==> src/rtl/rlp_pkg.sv <==
package rlp_pkg;

    typedef enum logic [1:0] {
        BURST_FIXED = 2'd0,
        BURST_INCR  = 2'd1,
        BURST_WRAP  = 2'd2,
        BURST_RSVD  = 2'd3
    } burst_e;

    // Limit a size code to the widest beat the bus can carry.
    function automatic logic [2:0] clamp_log(input logic [2:0] s, input logic [2:0] max_log);
        return (s > max_log) ? max_log : s;
    endfunction

endpackage

==> src/rtl/rlp_lane_mask.sv <==
module rlp_lane_mask #(
    parameter int LANES = 8,
    localparam int OFF_W = $clog2(LANES)
) (
    input  logic [OFF_W-1:0] off_i,
    input  logic [2:0]       size_i,
    output logic [LANES-1:0] mask_o
);
    logic [OFF_W:0] nbytes;
    logic [OFF_W:0] base;
    logic [OFF_W:0] hi;
    logic [OFF_W:0] lo;

    always_comb begin
        nbytes = (OFF_W+1)'(1) << size_i;
        lo     = {1'b0, off_i};
        base   = lo & ~(nbytes - (OFF_W+1)'(1));
        hi     = base + nbytes - (OFF_W+1)'(1);
    end

    for (genvar g = 0; g < LANES; g++) begin : g_lane
        assign mask_o[g] = (lo <= (OFF_W+1)'(g)) && ((OFF_W+1)'(g) <= hi);
    end

    always_comb begin
        AST_START_LANE_ON: assert (mask_o[off_i]) else $error("start lane not active");
        AST_MASK_WITHIN_SIZE: assert ($countones(mask_o) <= int'(nbytes)) else $error("too many lanes");
    end

endmodule

==> src/rtl/rlp_data_gate.sv <==
module rlp_data_gate #(
    parameter int LANES = 8,
    localparam int DATA_W = LANES * 8
) (
    input  logic [LANES-1:0]  mask_i,
    input  logic [DATA_W-1:0] word_i,
    output logic [DATA_W-1:0] data_o
);
    for (genvar g = 0; g < LANES; g++) begin : g_gate
        assign data_o[g*8 +: 8] = mask_i[g] ? word_i[g*8 +: 8] : 8'h00;
    end
endmodule

==> src/rtl/rlp_beat_ctrl.sv <==
module rlp_beat_ctrl
    import rlp_pkg::*;
#(
    parameter int ADDR_W = 32,
    parameter int LEN_W  = 8,
    parameter int LANES  = 8,
    localparam int OFF_W = $clog2(LANES)
) (
    input  logic              clk,
    input  logic              rst_n,
    input  logic              ar_valid_i,
    output logic              ar_ready_o,
    input  logic [ADDR_W-1:0] ar_addr_i,
    input  logic [2:0]        ar_size_i,
    input  logic [1:0]        ar_burst_i,
    input  logic [LEN_W-1:0]  ar_len_i,
    input  logic              r_ready_i,
    output logic              r_valid_o,
    output logic              r_last_o,
    output logic [ADDR_W-1:0] beat_addr_o,
    output logic [2:0]        beat_size_o
);
    typedef struct packed {
        logic              busy;
        logic              fixed;
        logic [2:0]        size;
        logic [LEN_W-1:0]  len;
        logic [LEN_W-1:0]  beat;
        logic [ADDR_W-1:0] addr;
    } ctl_t;

    ctl_t ctl_d, ctl_q;
    logic [ADDR_W-1:0] step_d;
    logic [ADDR_W-1:0] aligned_d;
    logic              last_d;

    always_comb begin
        ctl_d     = ctl_q;
        step_d    = ADDR_W'(1) << ctl_q.size;
        aligned_d = ctl_q.addr & ~(step_d - ADDR_W'(1));
        last_d    = ctl_q.beat == ctl_q.len;
        if (!ctl_q.busy) begin
            if (ar_valid_i) begin
                ctl_d.busy  = 1'b1;
                ctl_d.fixed = burst_e'(ar_burst_i) == BURST_FIXED;
                ctl_d.size  = clamp_log(ar_size_i, 3'(OFF_W));
                ctl_d.len   = ar_len_i;
                ctl_d.beat  = '0;
                ctl_d.addr  = ar_addr_i;
            end
        end else if (r_ready_i) begin
            if (last_d) begin
                ctl_d.busy = 1'b0;
            end else begin
                ctl_d.beat = ctl_q.beat + LEN_W'(1);
                if (!ctl_q.fixed) begin
                    ctl_d.addr = aligned_d + step_d;
                end
            end
        end
    end

    always_ff @(posedge clk) begin
        if (!rst_n) ctl_q <= '0;
        else        ctl_q <= ctl_d;
    end

    assign ar_ready_o  = !ctl_q.busy;
    assign r_valid_o   = ctl_q.busy;
    assign r_last_o    = ctl_q.busy && last_d;
    assign beat_addr_o = ctl_q.addr;
    assign beat_size_o = ctl_q.size;

    AST_ACCEPT_OPENS: assert property (@(posedge clk) disable iff (!rst_n)
        (ar_valid_i && ar_ready_o) |=> (r_valid_o && ctl_q.beat == '0)) else $error("accept");
    AST_STALL_HOLDS: assert property (@(posedge clk) disable iff (!rst_n)
        (r_valid_o && !r_ready_i) |=> (r_valid_o && $stable(ctl_q.addr) && $stable(ctl_q.beat))) else $error("stall");
    AST_LAST_CLOSES: assert property (@(posedge clk) disable iff (!rst_n)
        (r_valid_o && r_ready_i && r_last_o) |=> !r_valid_o) else $error("last");
    AST_FIXED_HOLDS: assert property (@(posedge clk) disable iff (!rst_n)
        (r_valid_o && r_ready_i && !r_last_o && ctl_q.fixed) |=> $stable(ctl_q.addr)) else $error("fixed");
    AST_INCR_ALIGNED: assert property (@(posedge clk) disable iff (!rst_n)
        (r_valid_o && r_ready_i && !r_last_o && !ctl_q.fixed)
        |=> ((ctl_q.addr & ((ADDR_W'(1) << ctl_q.size) - ADDR_W'(1))) == '0)) else $error("incr");

endmodule

==> src/rtl/rd_lane_placer.sv <==
module rd_lane_placer #(
    parameter int ADDR_W = 32,
    parameter int LEN_W  = 8,
    parameter int LANES  = 8,
    localparam int DATA_W = LANES * 8,
    localparam int OFF_W  = $clog2(LANES)
) (
    input  logic              clk,
    input  logic              rst_n,
    input  logic              ar_valid,
    output logic              ar_ready,
    input  logic [ADDR_W-1:0] ar_addr,
    input  logic [2:0]        ar_size,
    input  logic [1:0]        ar_burst,
    input  logic [LEN_W-1:0]  ar_len,
    output logic [ADDR_W-1:0] mem_addr,
    input  logic [DATA_W-1:0] mem_rdata,
    output logic              r_valid,
    input  logic              r_ready,
    output logic [DATA_W-1:0] r_data,
    output logic              r_last
);
    logic [ADDR_W-1:0] beat_addr;
    logic [2:0]        beat_size;
    logic [LANES-1:0]  lane_mask;

    rlp_beat_ctrl #(.ADDR_W(ADDR_W), .LEN_W(LEN_W), .LANES(LANES)) ctrl_i (
        .clk         (clk),
        .rst_n       (rst_n),
        .ar_valid_i  (ar_valid),
        .ar_ready_o  (ar_ready),
        .ar_addr_i   (ar_addr),
        .ar_size_i   (ar_size),
        .ar_burst_i  (ar_burst),
        .ar_len_i    (ar_len),
        .r_ready_i   (r_ready),
        .r_valid_o   (r_valid),
        .r_last_o    (r_last),
        .beat_addr_o (beat_addr),
        .beat_size_o (beat_size)
    );

    rlp_lane_mask #(.LANES(LANES)) mask_i (
        .off_i  (beat_addr[OFF_W-1:0]),
        .size_i (beat_size),
        .mask_o (lane_mask)
    );

    rlp_data_gate #(.LANES(LANES)) gate_i (
        .mask_i (lane_mask),
        .word_i (mem_rdata),
        .data_o (r_data)
    );

    assign mem_addr = {beat_addr[ADDR_W-1:OFF_W], OFF_W'(0)};

    AST_IDLE_NO_LAST: assert property (@(posedge clk) disable iff (!rst_n)
        !r_valid |-> !r_last) else $error("last while idle");

endmodule

==> config.mk <==
export PLATFORM = sky130hd
export DESIGN_NAME = rd_lane_placer
export DESIGN_NICKNAME = d
export VERILOG_FILES = /design/src/rtl/rlp_pkg.sv /design/src/rtl/rlp_lane_mask.sv /design/src/rtl/rlp_data_gate.sv /design/src/rtl/rlp_beat_ctrl.sv /design/src/rtl/rd_lane_placer.sv
export SDC_FILE = /design/constraint.sdc
export NUM_CORES = 1
export LEC_CHECK = 0
export BUFFER_PORTS_ARGS = -buffer_cell sky130_fd_sc_hd__buf_4
export CORE_MARGIN = 3
export CORE_UTILIZATION = 40
export DETAILED_ROUTE_END_ITERATION = 8
export PLACE_DENSITY = 0.71
export SLEW_MARGIN = 40
export SYNTH_ARGS = -nofsm -noshare
export SYNTH_HDL_FRONTEND = slang
export SYNTH_SLANG_ARGS = --single-unit
==> constraint.sdc <==
create_clock -name clk -period 3.62 [get_ports clk]
set_clock_uncertainty 0.05 [all_clocks]
set_input_delay 0.362 -clock clk [delete_from_list [all_inputs] [get_ports clk]]
set_output_delay 0.362 -clock clk [all_outputs]
set_load 0.01 [all_outputs]
# [Yosys cells after proc, flatten, opt, wreduce, memory -nomap -nowiden]
# Index checks and enable logic that the tools add are counted.
[classes] magnitude_cmp=17 n_eq_ne=4 bitwise_logic=5 shifts=2 n_reduce_logical=15 mux=17 n_addsub=6
[ops] operator="2-to-1 mux 40 bit" n=3
[ops] operator="2-to-1 mux 8 bit" n=8
[ops] operator="2-to-1 mux 53 bit" n=1
[ops] operator="adder 32 bit" n=1
[ops] operator="bitwise AND 32 bit" n=1
[ops] operator="2-to-1 mux 32 bit" n=1
[ops] operator="NOT 32 bit" n=1
[ops] operator="left shift 1 x 3 -> 32 bit (first input constant)" n=1
[ops] operator="subtractor 32 x 1 -> 32 bit (second input constant)" n=1
[ops] operator="<= comparator 3 x 4 -> 1 bit (first input constant)" n=4
[ops] operator="<= comparator 3 bit (second input constant)" n=4
[ops] operator="logical AND 1 bit" n=9
[ops] operator="adder 8 x 1 -> 8 bit (second input constant)" n=1
[ops] operator="== test 8 bit" n=1
[ops] operator="<= comparator 1 x 4 -> 1 bit (first input constant)" n=2
[ops] operator="<= comparator 2 x 4 -> 1 bit (first input constant)" n=2
[ops] operator="subtractor 4 x 1 -> 4 bit (second input constant)" n=2
[ops] operator="<= comparator 3 x 1 -> 1 bit (second input constant)" n=2
[ops] operator="<= comparator 3 x 2 -> 1 bit (second input constant)" n=2
[ops] operator="!= test 2 bit (second input constant)" n=3
[ops] operator="adder 4 bit" n=1
[ops] operator="bitwise AND 3 x 4 -> 4 bit" n=1
[ops] operator="NOT 4 bit" n=1
[ops] operator="AND reduction 4 bit" n=1
[ops] operator="other kinds (10)" n=12
[totals] input_bits=113 out_inout_bits=99 ff_bits=53 word_cells=72

# [Logic depth before layout (Yosys ltp)]
[depth] depth_word=9 ltp_mapped=14 mapped_depth_nobuf=11

# [By module]
# A second synthesis with hierarchy kept.
[unflattened] cells_unflattened=604 area_unflattened_um2=4653.2
[modules_own_cells] mod="rlp_beat_ctrl" area_each_um2=4005.1 seq_area_each_um2=1061.0 cells_per_inst=504 instances=1
[modules_own_cells] mod="rlp_data_gate" area_each_um2=400.4 seq_area_each_um2=0.0 cells_per_inst=64 instances=1
[modules_own_cells] mod="rlp_lane_mask" area_each_um2=221.5 seq_area_each_um2=0.0 cells_per_inst=32 instances=1
[modules_own_cells] mod="rd_lane_placer" area_each_um2=26.3 seq_area_each_um2=0.0 cells_per_inst=4 instances=1

# [Least setup slack after synthesis]
# OpenSTA, ideal clock, no wires.
[synth_timing] path_kind="register to register" startpoint="register ctrl_i.ctl_q, in the netlist ctrl_i.beat_size_o[2]" endpoint="register ctrl_i.ctl_q, in the netlist ctrl_i.beat_addr_o[13]" synth_period_minus_slack_ps=3285 setup_slack_ps=335 t_arrival_ps=3114 stages_incl_launch_ff=14 required_ps=3448 path_buffers=3 setup_time_ps=122 path_cell_list="dfxtp_1 > buf_2 > clkbuf_1 > and3_1 > inv_1 > ha_1 > and2_1 > ha_1 > buf_1 > and4_1 > a211oi_4 > nand2_1 > and3_1 > a221o_1"
[synth_via] elab_chain_cells=9
[synth_rtl] element="from (decl)" line_no="rlp_beat_ctrl.sv:32" source="ctl_t ctl_d, ctl_q;"
[synth_rtl] element="from (signal assigned)" line_no="rlp_beat_ctrl.sv:65" source="else ctl_q <= ctl_d;"
[synth_rtl] element="left shift 1 x 3 -> 32 bit *" line_no="rlp_beat_ctrl.sv:39" source="step_d = ADDR_W'(1) << ctl_q.size;"
[synth_rtl] element="subtractor 32 x 1 -> 32 bit" line_no="rlp_beat_ctrl.sv:40" source="aligned_d = ctl_q.addr & ~(step_d - ADDR_W'(1));"
[synth_rtl] element="NOT 32 bit" line_no="rlp_beat_ctrl.sv:40"
[synth_rtl] element="bitwise AND 32 bit" line_no="rlp_beat_ctrl.sv:40"
[synth_rtl] element="adder 32 bit *" line_no="rlp_beat_ctrl.sv:57" source="ctl_d.addr = aligned_d + step_d;"
[synth_rtl] element="2-to-1 mux 32 bit *" line_no="rlp_beat_ctrl.sv:56" source="if (!ctl_q.fixed) begin"
[synth_rtl] element="2-to-1 mux 40 bit *" line_no="rlp_beat_ctrl.sv:52" source="if (last_d) begin"
[synth_rtl] element="2-to-1 mux 40 bit *" line_no="rlp_beat_ctrl.sv:51" source="end else if (r_ready_i) begin"
[synth_rtl] element="2-to-1 mux 40 bit *" line_no="rlp_beat_ctrl.sv:42" source="if (!ctl_q.busy) begin"
# Mark *: on every way between the ends. The rest lies on a longest branch, timed or not. The select of a mux whose other input is x is not followed.
# A chain may end at the register's enable or synchronous reset.

# [Final worst setup path]
[layout_timing] startpoint="register ctrl_i.ctl_q, in the netlist ctrl_i.beat_size_o[0]" endpoint="output port r_data[18]"
[layout_via] elab_chain_cells=9
[layout_rtl] element="left shift 1 x 3 -> 4 bit *" line_no="rlp_lane_mask.sv:15" source="nbytes = (OFF_W+1)'(1) << size_i;"
[layout_rtl] element="subtractor 4 x 1 -> 4 bit" line_no="rlp_lane_mask.sv:17" source="base = lo & ~(nbytes - (OFF_W+1)'(1));"
[layout_rtl] element="NOT 4 bit" line_no="rlp_lane_mask.sv:17"
[layout_rtl] element="bitwise AND 3 x 4 -> 4 bit" line_no="rlp_lane_mask.sv:17"
[layout_rtl] element="adder 4 bit *" line_no="rlp_lane_mask.sv:18" source="hi = base + nbytes - (OFF_W+1)'(1);"
[layout_rtl] element="subtractor 4 x 1 -> 4 bit *" line_no="rlp_lane_mask.sv:18"
[layout_rtl] element="<= comparator 2 x 4 -> 1 bit *" line_no="rlp_lane_mask.sv:22" source="assign mask_o[g] = (lo <= (OFF_W+1)'(g)) && ((OFF_W+1)'(g) <= hi);"
[layout_rtl] element="logical AND 1 bit *" line_no="rlp_lane_mask.sv:22"
[layout_rtl] element="2-to-1 mux 8 bit *" line_no="rlp_data_gate.sv:10" source="assign data_o[g*8 +: 8] = mask_i[g] ? word_i[g*8 +: 8] : 8'h00;"
[layout_rtl] element="to (decl)" line_no="rd_lane_placer.sv:20" source="output logic [DATA_W-1:0] r_data,"
# Mark *: on every way between the ends. The rest lies on a longest branch, timed or not.

==> flow_metrics.tcl <==
set metrics [dict create \
    syn2layout_area_growth_pct 38.58 \
    setup_violations 0 \
    clkSlewWorstSetupHoldPaths_ps 100 \
    critPathKind "reg2out" \
    final_cell_mix "buf_4, and2_1, nand2_1" \
    ys_warn_count 0 \
    wl_microns 15010 \
    die_area_sq_um 11830 \
    vias 4814 \
    power_density_nw_per_um2 394.6 \
    die_width_microns 108.8 \
    hold_class "in2reg" \
    drt-initial-drc-count 319 \
    cp-start-kind "register" \
    cts_num_sinks 53 \
    mostFrequentLayoutCell "buf_4" \
    ys_ff_latch 53 \
    final_cell_count_no_fill 857 \
    fin_crit_ps 3393 \
    grt_usage_pct 24.32 \
    dr_wl_met2_microns 7352 \
    arrival_ps 2980 \
    synth_cells 558 \
    synth_compound_area_share_pct 23.93 \
    ys_seq_area_share_pct 25.11 \
    cts_tree "done" \
    diodes 0 \
    dpl.cell_count 848 \
    muxShareOfSynthArea_pct 1.273 \
    p_leak_nw 2.539 \
    met3WireLength_microns 1201 \
    grt_overflow 0 \
    cts_root_buf "clkbuf_8" \
    hold_viol 0 \
    grt_pass1_vias 4594 \
    cts-htree-levels 2 \
    drc 0 \
    worstMarginPinSlew_ps 866.2 \
    yosys.area_share.simple_pct 32.07 \
    start_util_pct 42.25 \
    synth_fa_ha_area_share_pct 2.843 \
    synth_edf_count 0 \
    synth-async-reset-ratio_pct 0 \
    dp.final_hpwl_microns 11660 \
    vias_per_cell 5.617 \
    endpoint_kind "output pin" \
    core_area_sq_um 10000 \
    cp.required_ps 3210 \
    max_freq_ghz 0.2947 \
    drt-wirelength-per-cell_microns 17.51 \
    dr.pass1.iters 5 \
    antenna_found_initial 0 \
    worstSkewPairLatency_ps 310 \
    yosys_most_used_dff "dfxtp_1" \
    slew_headroom_pct 41.72 \
    vdd_drop_max_mv 0.2112 \
    grt_max_degree 38 \
    ff2ff_path_depth 11 \
    rows 36 \
    synth_xor_area_share_pct 4.975 \
    fin_hold_ws_ps 175.3 \
    hold_depth 2 \
    avgSynthCellArea_sq_um 7.572 \
    grt_pass1_wl_microns 23050 \
    fin_crit_sh_pct 93.74 \
    outcome "finished clean" \
    final_layout_size_suffix_gt1_share_pct 34.25 \
    drv_cap 0 \
    drv_slew 0 \
    port_buffers 208 \
    top_layer "met4" \
    stdcell_area_sq_um 5856 \
    syn_area_sq_um 4225 \
    synth_top_family_by_area "simple AND/OR/NAND/NOR gates" \
    antenna_left 0 \
    finalNetCount 845 \
    die_y_microns 108.8 \
    ys_types 68 \
    critical_path.max_fanout 16 \
    cts.path.max_buffers 2 \
    finalWeightedCongestion 0.8990 \
    ios 212 \
    cts_made_buffers 5 \
    place_area_sq_um 5679 \
    drt-met1-wl_microns 6056 \
    cts_setup_buffers 0 \
]
[cell type report]
cell class	instances	area (sq um)
Clock buffer	5	68.82
Multi-Input combinational cell	434	2803
Sequential cell	53	1067
Inverter	10	37.54
Fill cell	947	4144
Timing Repair Buffer	219	1648
Tap cell	133	166.4
Clock inverter	3	65.06
[worst max-delay path: stages, from the launching register on]
cell	delay [ps]
dfxtp_2	510
xor2_1	100
and2_1	180
inv_1	50
ha_1	140
inv_1	50
fa_1	370
xor2_1	210
nand2_1	240
nor2_2	100
a211oi_2	380
and2_1	200
buf_4	120
[sequential cells by signal, summed over array words and instances (netlist names)]
name                cells
ctrl_i.beat_size_o      3
ctrl_i.ctl_q           17
ctrl_i.beat_addr_o     32
ctrl_i.r_valid_o        1
[report_power, final]
group | switching [W] | leakage (nW) | internal (W)
logic | 0.000552 | 2.03 | 0.000576
registers | 0.0000717 | 0.436 | 0.000625
clock network | 0.000211 | 0.0681 | 0.000275
[logic make-up (layout without fill, tap and decap cells)]
family,count (synthesis),in the layout
mux,4,4
simple gates,251,251
flops,53,53
other cells,1,3
compound gates,143,143
buf+inv,73,237
xor+xnor,24,24
fa+ha+maj,9,9
[synth_stat cells, drive strengths merged (2+ instances only)]
library cell	count	area [sq um]
nand2b	7	43.79
xnor2	18	157.7
and3b	2	17.52
nor3	17	90.09
and3	17	106.4
o311ai	3	26.28
nor4	2	12.51
a31oi	7	43.79
buf	42	294.0
a31o	3	26.28
xor2	6	52.55
dfxtp	53	1061
nand4bb	2	22.52
or3	5	31.28
and2	64	400.4
a311oi	3	32.53
o31ai	4	30.03
inv	9	33.78
o21ai	22	110.1
mux2i	3	42.54
o21bai	3	22.52
o211ai	9	67.56
o2bb2ai	3	26.28
nand4	9	56.30
a22oi	10	75.07
a221oi	3	26.28
nor2b	4	25.02
a32oi	4	35.03
nand3	12	60.06
nor3b	2	15.01
a21oi	35	178.9
a211oi	10	87.58
and4	6	52.55
ha	8	100.1
nand3b	3	22.52
a41oi	2	17.52
nand2	51	191.4
a2111oi	3	26.28
a22o	3	26.28
a221o	6	60.06
nor2	43	161.4
nor4b	3	26.28
clkbuf	21	78.83
[stage by stage]
stage	util, %	worst slack [ps]	power [W]	TNS, ps
2_1_floorplan	-	334.6	0.001291	0
6_report	58.56	226.6	0.002311	0
3_5_place_dp	56.79	49.72	0.001825	0
3_3_place_gp	56.79	270.5	0.001800	0
5_1_grt	58.56	-8.348	0.002451	-8.348
4_1_cts	58.25	5.260	0.002314	0
[path summary, 6_finish.rpt]
check                        startpoint                endpoint  slack [ps]
setup / recovery  ctrl_i.beat_size_o[0]              r_data[18]         230
hold / removal                  r_ready        ctrl_i.r_valid_o         180
setup reg to reg  ctrl_i.beat_size_o[0]  ctrl_i.beat_addr_o[11]         230
hold reg to reg        ctrl_i.ctl_q[43]        ctrl_i.ctl_q[43]         430
[what timing repair did]
| item | 4_1_cts | 5_1_grt |
|---|---|---|
| setup endpoints to repair | 19 | 33 |
| hold buffers | 0 | 0 |
| gates resized for setup | 3 | 6 |
| cloned | 0 | 0 |
[per-layer routing]
metal  track usage, %  vias to the layer above
met3            4.322                       31
met5                0                        -
li1                 -                     2316
met2            43.65                      226
met1            29.05                     2241
met4            8.476                        0
Note: power is estimated with default switching activity, not from simulation.
